**config.mk**
```make
export PLATFORM = sky130hd
export DESIGN_NAME = pkt_framer
export DESIGN_NICKNAME = d
export VERILOG_FILES = /design/src/rtl/pkt_framer_pkg.sv /design/src/rtl/pkt_framer_ctrl.sv /design/src/rtl/pkt_framer_dp.sv /design/src/rtl/pkt_framer.sv
export SDC_FILE = /design/constraint.sdc
export NUM_CORES = 1
export LEC_CHECK = 0
export ABC_CLOCK_PERIOD_IN_PS = 5000
export BUFFER_PORTS_ARGS = -buffer_cell sky130_fd_sc_hd__buf_4
export CORE_ASPECT_RATIO = 0.75
export CORE_MARGIN = 4
export CORE_UTILIZATION = 51
export DETAILED_ROUTE_END_ITERATION = 7
export PLACE_DENSITY = 0.87
export SYNTH_ARGS = -nofsm -noshare
export SYNTH_HDL_FRONTEND = slang
export SYNTH_SLANG_ARGS = --single-unit
```
**constraint.sdc**
```tcl
create_clock -name clk -period 5 [get_ports clk]
set_clock_uncertainty 0.15 [all_clocks]
set_input_delay 0.75 -clock clk [delete_from_list [all_inputs] [get_ports clk]]
set_output_delay 0.75 -clock clk [all_outputs]
set_load 0.02 [all_outputs]
```
**src/rtl/pkt_framer_pkg.sv**
```systemverilog
package pkt_framer_pkg;
  // Field order is behaviour: the sequencer walks these in ascending order.
  typedef enum logic [2:0] {
    ST_IDLE, ST_PRE, ST_SYNC, ST_LEN, ST_ADDR, ST_MSG, ST_CRCH, ST_CRCL
  } field_t;

  typedef struct packed {
    logic   load;     // put a new byte into the shifter
    logic   shift;    // consume one bit
    field_t src;      // which field feeds the byte
    logic [1:0] idx;  // byte index within preamble/sync
    logic   crcInit;  // reset the checksum
  } strobe_t;
endpackage

```
**src/rtl/pkt_framer_ctrl.sv**
```systemverilog
module pkt_framer_ctrl
  import pkt_framer_pkg::*;
#(
  parameter int LEN_W     = 7,
  parameter int FIFO_STEP = 16
) (
  input  logic             clk,
  input  logic             rstN,
  input  logic             start,
  input  logic             bitEn,
  input  logic             lastBit,
  input  logic [1:0]       preambleLen,
  input  logic [1:0]       syncLen,
  input  logic             varLen,
  input  logic             addrEn,
  input  logic             crcEn,
  input  logic [LEN_W-1:0] payloadLen,
  input  logic [1:0]       fifoSize,
  output strobe_t          strb,
  output logic             fifoRd,
  output logic             busy,
  output logic             done,
  output logic             err
);
  localparam int CAP_W = LEN_W + 1;

  field_t           state;
  logic [LEN_W-1:0] idx;
  logic [LEN_W-1:0] msgCnt;
  logic [CAP_W-1:0] fifoCap;
  logic             bad;
  field_t           nxt;
  logic [LEN_W-1:0] fieldLast;
  logic             byteEnd;
  logic             more;

  assign msgCnt  = payloadLen - LEN_W'(addrEn);
  assign fifoCap = CAP_W'((int'(fifoSize) + 1) * FIFO_STEP);
  assign bad     = (payloadLen == '0) || ({1'b0, payloadLen} > fifoCap);
  assign busy    = (state != ST_IDLE);
  assign byteEnd = busy && bitEn && lastBit;

  function automatic logic fieldOn(field_t f);
    case (f)
      ST_LEN:            return varLen;
      ST_ADDR:           return addrEn;
      ST_MSG:            return msgCnt != '0;
      ST_CRCH, ST_CRCL:  return crcEn;
      default:           return 1'b1;
    endcase
  endfunction

  // First enabled field after the current one.
  always_comb begin
    nxt = ST_IDLE;
    for (int s = int'(ST_CRCL); s > 0; s--) begin
      if (s > int'(state) && fieldOn(field_t'(s))) nxt = field_t'(s);
    end
  end

  always_comb begin
    case (state)
      ST_PRE:  fieldLast = LEN_W'(preambleLen);
      ST_SYNC: fieldLast = LEN_W'(syncLen);
      ST_MSG:  fieldLast = msgCnt - 1'b1;
      default: fieldLast = '0;
    endcase
  end
  assign more = (idx != fieldLast);

  always_comb begin
    strb       = '0;
    strb.src   = ST_IDLE;
    strb.shift = busy && bitEn;
    if (!busy && start && !bad) begin
      strb.load    = 1'b1;
      strb.src     = ST_PRE;
      strb.crcInit = 1'b1;
    end else if (byteEnd) begin
      if (more) begin
        strb.load = 1'b1;
        strb.src  = state;
        strb.idx  = idx[1:0] + 2'd1;
      end else if (nxt != ST_IDLE) begin
        strb.load = 1'b1;
        strb.src  = nxt;
      end
    end
  end
  assign fifoRd = strb.load && (strb.src == ST_MSG);

  always_ff @(posedge clk) begin
    if (!rstN) begin
      state <= ST_IDLE;
      idx   <= '0;
      done  <= 1'b0;
      err   <= 1'b0;
    end else begin
      done <= 1'b0;
      if (!busy && start) begin
        err <= bad;
        if (!bad) begin
          state <= ST_PRE;
          idx   <= '0;
        end
      end else if (byteEnd) begin
        if (more) begin
          idx <= idx + 1'b1;
        end else begin
          state <= nxt;
          idx   <= '0;
          if (nxt == ST_IDLE) done <= 1'b1;
        end
      end
    end
  end

  a_r9_bad_stays_idle: assert property (@(posedge clk) disable iff (!rstN)
    (!busy && start && bad) |=> (!busy && err));
  a_r10_done_single: assert property (@(posedge clk) disable iff (!rstN)
    done |=> !done);
  a_r10_done_idle: assert property (@(posedge clk) disable iff (!rstN)
    done |-> !busy);
  a_r7_pop_in_msg: assert property (@(posedge clk) disable iff (!rstN)
    fifoRd |=> (state == ST_MSG));
endmodule

```
**src/rtl/pkt_framer_dp.sv**
```systemverilog
module pkt_framer_dp
  import pkt_framer_pkg::*;
#(
  parameter int         LEN_W      = 7,
  parameter int         SYNC_BYTES = 4,
  parameter logic [7:0] PRE_PAT    = 8'hAA,
  parameter logic [15:0] CRC_POLY  = 16'h1021,
  parameter logic [15:0] CRC_SEED  = 16'hFFFF
) (
  input  logic                    clk,
  input  logic                    rstN,
  input  strobe_t                 strb,
  input  logic [7:0]              fifoData,
  input  logic [SYNC_BYTES*8-1:0] syncWord,
  input  logic [7:0]              nodeAddr,
  input  logic [LEN_W-1:0]        payloadLen,
  output logic                    msb,
  output logic                    lastBit
);
  logic [7:0]  shReg;
  logic [2:0]  bitCnt;
  logic [15:0] crc;
  logic [7:0]  byteMux;
  logic [15:0] crcNext;

  always_comb begin
    case (strb.src)
      ST_PRE:  byteMux = PRE_PAT;
      ST_SYNC: byteMux = syncWord[(SYNC_BYTES - 1 - int'(strb.idx)) * 8 +: 8];
      ST_LEN:  byteMux = 8'(payloadLen);
      ST_ADDR: byteMux = nodeAddr;
      ST_MSG:  byteMux = fifoData;
      ST_CRCH: byteMux = crc[15:8];
      ST_CRCL: byteMux = crc[7:0];
      default: byteMux = '0;
    endcase
  end

  always_comb begin
    crcNext = crc;
    for (int b = 7; b >= 0; b--) begin
      if (crcNext[15] ^ byteMux[b]) crcNext = {crcNext[14:0], 1'b0} ^ CRC_POLY;
      else                          crcNext = {crcNext[14:0], 1'b0};
    end
  end

  always_ff @(posedge clk) begin
    if (!rstN) begin
      shReg  <= '0;
      bitCnt <= '0;
      crc    <= CRC_SEED;
    end else begin
      if (strb.load) begin
        shReg  <= byteMux;
        bitCnt <= '0;
      end else if (strb.shift) begin
        shReg  <= {shReg[6:0], 1'b0};
        bitCnt <= bitCnt + 3'd1;
      end
      if (strb.load && strb.crcInit)
        crc <= CRC_SEED;
      else if (strb.load && (strb.src == ST_ADDR || strb.src == ST_MSG))
        crc <= crcNext;
    end
  end

  assign msb     = shReg[7];
  assign lastBit = (bitCnt == 3'd7);

  a_r7_msg_from_fifo: assert property (@(posedge clk) disable iff (!rstN)
    (strb.load && strb.src == ST_MSG) |=> (shReg == $past(fifoData)));
  a_r2_pre_pattern: assert property (@(posedge clk) disable iff (!rstN)
    (strb.load && strb.src == ST_PRE) |=> (shReg == PRE_PAT));
endmodule

```
**src/rtl/pkt_framer.sv**
```systemverilog
module pkt_framer
  import pkt_framer_pkg::*;
#(
  parameter int LEN_W      = 7,
  parameter int SYNC_BYTES = 4,
  parameter int FIFO_STEP  = 16
) (
  input  logic                    clk,
  input  logic                    rstN,
  input  logic                    start,
  input  logic                    bitEn,
  input  logic [1:0]              preambleLen,
  input  logic [1:0]              syncLen,
  input  logic [SYNC_BYTES*8-1:0] syncWord,
  input  logic                    varLen,
  input  logic                    addrEn,
  input  logic [7:0]              nodeAddr,
  input  logic                    crcEn,
  input  logic [LEN_W-1:0]        payloadLen,
  input  logic [1:0]              fifoSize,
  input  logic [7:0]              fifoData,
  output logic                    fifoRd,
  output logic                    txBit,
  output logic                    busy,
  output logic                    done,
  output logic                    err
);
  strobe_t strb;
  logic    msb;
  logic    lastBit;

  pkt_framer_ctrl #(.LEN_W(LEN_W), .FIFO_STEP(FIFO_STEP)) u_ctrl (
    .clk, .rstN, .start, .bitEn, .lastBit, .preambleLen, .syncLen,
    .varLen, .addrEn, .crcEn, .payloadLen, .fifoSize,
    .strb, .fifoRd, .busy, .done, .err
  );

  pkt_framer_dp #(.LEN_W(LEN_W), .SYNC_BYTES(SYNC_BYTES)) u_dp (
    .clk, .rstN, .strb, .fifoData, .syncWord, .nodeAddr, .payloadLen,
    .msb, .lastBit
  );

  assign txBit = busy & msb;

  a_r6_hold_when_idle_en: assert property (@(posedge clk) disable iff (!rstN)
    (busy && !bitEn) |=> (!busy || $stable(txBit)));
  a_r9_err_quiet: assert property (@(posedge clk) disable iff (!rstN)
    (err && !start) |=> !busy);
endmodule

```
==> results_tabular.tex <==
\begin{tabular}{lr}
\hline
Metric & Value \\
\hline
\multicolumn{2}{l}{\textbf{Timing}} \\
\quad Final setup violation count & 0 \\
\quad Share of the clock period used by the worst path & a little over nine tenths \\
\quad Pins Over Slew Limit & 0 \\
\quad Maximum clock frequency & $\sim$200 MHz \\
\quad Final min period & $\sim$4.9 ns \\
\quad Number of hold-slack violations in the final timing report & 0 \\
\quad Relative slew slack & slightly below 40\% \\
\quad Slew @ Worst Pin & roughly 0.92 ns \\
\multicolumn{2}{l}{\textbf{Worst setup path}} \\
\quad Most frequent cell on the critical path & sky130\_fd\_sc\_hd\_\_ha\_1 \\
\quad Start point of the critical path & payloadLen[0] \\
\quad Req. time, crit path & about 5.1 ns \\
\quad Sort of element at the end of the critical path & register \\
\quad Worst Setup Path Type & input port to register \\
\quad CP max stage cell & sky130\_fd\_sc\_hd\_\_or4\_1 \\
\quad Worst reg2reg startpoint & u\_ctrl.state[0] \\
\quad Largest delay share family, worst path & simple AND/OR/NAND/NOR gates \\
\quad Longest individual stage delay on the worst path & 0.45 ns \\
\quad Crit path buffers/inverters & 2 \\
\quad Ordered cell list for the critical path & buf\_4, inv\_1, ha\_1, ha\_1, ha\_1, nor2b\_1, o21ai\_1, and3\_4, nor4\_4, o2111a\_2, nand4\_4, mux2\_4, mux2i\_1, o311ai\_2, o21a\_1, nor2\_2, xnor2\_1, or4\_1, and3\_1 \\
\quad Crit path arrival time & approximately 5.0 ns \\
\quad Worst reg2reg path depth & 14 \\
\quad Critical Path Fanout Max & 7 \\
\quad Instance count on the critical path & 19 \\
\quad Kind of launch point of the worst setup path & input port \\
\multicolumn{2}{l}{\textbf{Die}} \\
\quad Die outline height & about 80 um \\
\quad Die boundary width & between 100 and 150 um \\
\quad Die Area & between 8000 and 9000 um2 \\
\quad Std-Cell Core Area & between 6000 and 7000 um2 \\
\quad Std cell rows & 26 \\
\quad Number of placed I/O pins & 73 \\
\quad Initial standard-cell utilization of the core & between 50 and 60\% \\
\multicolumn{2}{l}{\textbf{Logic synthesis}} \\
\quad Post-Syn Instances & 500 \\
\quad Share of async-settable or async-resettable flops after synthesis & 0\% \\
\quad Synth warnings & 0 \\
\quad Top area cells in the synthesized netlist & sky130\_fd\_sc\_hd\_\_dfxtp\_1 (21\%), sky130\_fd\_sc\_hd\_\_mux2i\_1 (6.6\%), sky130\_fd\_sc\_hd\_\_nand2\_1 (5.7\%), sky130\_fd\_sc\_hd\_\_a21oi\_1 (4.8\%), sky130\_fd\_sc\_hd\_\_nor2\_1 (3.8\%) \\
\quad Syn nets & 579 \\
\quad Post-synthesis instance area & roughly 3800 um2 \\
\quad Library cell occupying the most area in the post-synthesis netlist & sky130\_fd\_sc\_hd\_\_dfxtp\_1 \\
\quad Number of synthesized flops with an enable pin & 0 \\
\quad Top post-synthesis cells by count & sky130\_fd\_sc\_hd\_\_nand2\_1 (57), sky130\_fd\_sc\_hd\_\_dfxtp\_1 (39), sky130\_fd\_sc\_hd\_\_nor2\_1 (38), sky130\_fd\_sc\_hd\_\_a21oi\_1 (36), sky130\_fd\_sc\_hd\_\_mux2i\_1 (25) \\
\quad Post-synthesis average cell area & 7.54 um2 \\
\quad Proportion of synthesized chip area in sequential cells & 20.7\% \\
\quad Most frequent cell after synthesis & sky130\_fd\_sc\_hd\_\_nand2\_1 \\
\quad Area share of the leading cell type in the synthesized netlist & 20.7\% \\
\quad Most frequently used flop master after synthesis & sky130\_fd\_sc\_hd\_\_dfxtp\_1 \\
\quad Register bit count reported by yosys & 39 \\
\quad Number of distinct library cell variants in the gate-level netlist after synthesis & 76 \\
\multicolumn{2}{l}{\textbf{Clock network}} \\
\quad Worst-Skew Late Latency & 0.30 ns \\
\quad CTS clock-pin slew for the worst setup and hold paths & roughly 0.08 ns \\
\quad Number of buffers created by CTS & 5 \\
\quad Clk sinks & 39 \\
\quad H-Tree Level Count & 2 \\
\quad Clk Tree Root Cell & sky130\_fd\_sc\_hd\_\_clkbuf\_8 \\
\quad Number of buffers inserted for hold repair after clock tree synthesis & 0 \\
\quad Clock tree from TritonCTS & done \\
\quad Number of buffers between clock root and the deepest sink & 2 \\
\multicolumn{2}{l}{\textbf{Placement}} \\
\quad Number of placed instances with taps included & between 600 and 700 \\
\quad Gp weighted congestion & around 0.96 \\
\quad Half-perimeter wire length after placement & around 9400 um \\
\quad Port buffer count & 72 \\
\quad Post-Place Cell Area & $\sim$4600 um2 \\
\multicolumn{2}{l}{\textbf{GRT}} \\
\quad Largest net degree at the start of global routing & 26 \\
\quad Via count of the first global-routing pass & 4072 \\
\quad First-pass GRT wire length & between 15000 and 20000 um \\
\quad Antenna violations before repair & 0 \\
\quad Total grt overflow & 0 \\
\quad Global routing usage summed across all routing layers & around 27\% \\
\multicolumn{2}{l}{\textbf{Hold path}} \\
\quad Worst hold path startpoint & u\_dp.bitCnt[1] \\
\quad WHS Path Cells & 2 \\
\quad Worst min-delay path class & register to register \\
\multicolumn{2}{l}{\textbf{Final layout}} \\
\quad P\&R area growth vs syn & 27.5\% \\
\quad Total number of nets in the final design & 677 \\
\quad Proportion of layout cells with a drive suffix above 1 & a little over a quarter \\
\quad Total inserted antenna cells & 0 \\
\quad Final instance area & 4800 um2 \\
\quad Final standard cell count with taps included and fillers excluded & around 700 \\
\quad Fin util & 68.7\% \\
\multicolumn{2}{l}{\textbf{Routing}} \\
\quad Average wire per cell in the routed design & $\sim$18 um \\
\quad Antenna viol nets, final & 0 \\
\quad Detailed Routing Iterations Pass 1 & 5 \\
\quad Total routed wirelength & about 12000 um \\
\quad Vias per inst & between 6 and 7 \\
\quad Vias & 4332 \\
\quad Post-route DRC violation count & 0 \\
\quad Drt initial violations & 530 \\
\multicolumn{2}{l}{\textbf{Power}} \\
\quad Power Dens Cells & around 160 nW/um2 \\
\quad Leakage dissipation & 2.07 nW \\
\quad Peak ir drop on the vdd network & 0.0953 mV \\
\multicolumn{2}{l}{\textbf{Outcome}} \\
\quad Status & completed \\
\multicolumn{2}{l}{\textbf{Run}} \\
\quad Count of max-cap constraint violations & 0 \\
\hline
\end{tabular}
-- power by group --
group / switching [mW] / total, mW / internal, mW / leakage, nW
Clock: 0.120 / 0.217 / 0.0976 / 0.0412
Sequential: 0.00560 / 0.322 / 0.316 / 0.316
Combinational: 0.125 / 0.242 / 0.117 / 1.71
Total: 0.251 / 0.781 / 0.530 / 2.07
-- worst min-delay path, delay by kind of cell (launching register included) --
family,cells,cell delay (ns)
DFF,1,0.33
and+or+nand+nor,1,0.06
AOI/OAI and AO/OA,1,0.06
-- cell families after synthesis --
kind of cell	after synthesis	synth area share, %
and+or+nand+nor	192	26.3
buffers and inverters	48	5.84
adders and majority gates	11	3.65
DFF	39	20.7
muxes	32	8.83
AOI/OAI and AO/OA	148	27.1
xor gates and xnor gates	30	7.54
-- final cells by class --
| type | count | area, um2 |
|---|---|---|
| clock inverter | 2 | 12.5 |
| clock buffer | 6 | 72.6 |
| tap | 98 | 123 |
| inverter | 19 | 71.3 |
| multi-input combinational | 413 | 2840 |
| sequential | 39 | 781 |
| timing repair buffer | 120 | 905 |
| fill | 546 | 2190 |
-- state kept, by name, summed over array words and instances (netlist names) --
name	count
u_dp.bitCnt	3
u_dp.crc	16
u_ctrl.idx	7
u_ctrl.err	1
u_dp.shReg	8
u_ctrl.done	1
u_ctrl.state	3
-- cell usage in the layout (no fill, tap or decap), types with 6 or more instances in the layout --
cell type / count
sky130_fd_sc_hd__nand2b_1: 9
sky130_fd_sc_hd__nor3b_1: 6
sky130_fd_sc_hd__nand3_1: 19
sky130_fd_sc_hd__o211ai_1: 7
sky130_fd_sc_hd__xor2_1: 14
sky130_fd_sc_hd__o21ai_0: 21
sky130_fd_sc_hd__a211oi_1: 7
sky130_fd_sc_hd__o22ai_1: 6
sky130_fd_sc_hd__a21oi_1: 36
sky130_fd_sc_hd__and3_1: 7
sky130_fd_sc_hd__mux2i_1: 23
sky130_fd_sc_hd__ha_1: 11
sky130_fd_sc_hd__xnor2_1: 12
sky130_fd_sc_hd__inv_1: 19
sky130_fd_sc_hd__nor3_1: 10
sky130_fd_sc_hd__buf_4: 119
sky130_fd_sc_hd__o21ai_1: 12
sky130_fd_sc_hd__nor2_1: 38
sky130_fd_sc_hd__dfxtp_1: 39
sky130_fd_sc_hd__nand2_1: 57
sky130_fd_sc_hd__nor2b_1: 12
-- metal layers --
layer  GRT usage (%)  vias up  share of wire, %
li1                -     2028                 -
met1            35.4     2006                42
met2            44.8      248                44
met3            8.00       50                11
met4            8.17        0               2.5
met5               0        -                 0
-- path summary, 6_finish.rpt --
kind                          to  slack (ns)
hold / removal    u_dp.bitCnt[1]        0.33
setup reg to reg    u_dp.crc[12]        0.63
hold reg to reg   u_dp.bitCnt[1]        0.33
setup / recovery    u_dp.crc[12]         0.1
-- timing repair --
item / in CTS / in global routing
endpoints found under the setup margin: 8 / 13
resized for setup: 1 / 19
buffers inserted: 0 / 5
pin swaps: 0 / 10
-- metrics by stage --
| stage | setup WS, ns | TNS (ns) | power [mW] | hold slack, ns |
|---|---|---|---|---|
| 6_report | 0.0950 | 0 | 0.781 | 0.325 |
| 3_5_place_dp | -0.333 | -3.54 | 0.555 | 0.314 |
| 2_1_floorplan | 0.224 | 0 | 0.455 | 0.287 |
| 3_3_place_gp | -0.204 | -1.79 | 0.548 | 0.295 |
| 5_1_grt | -0.0510 | -0.109 | 0.814 | 0.352 |
| 4_1_cts | 0.0858 | 0 | 0.765 | 0.325 |
(Power assumes the default switching activity.)
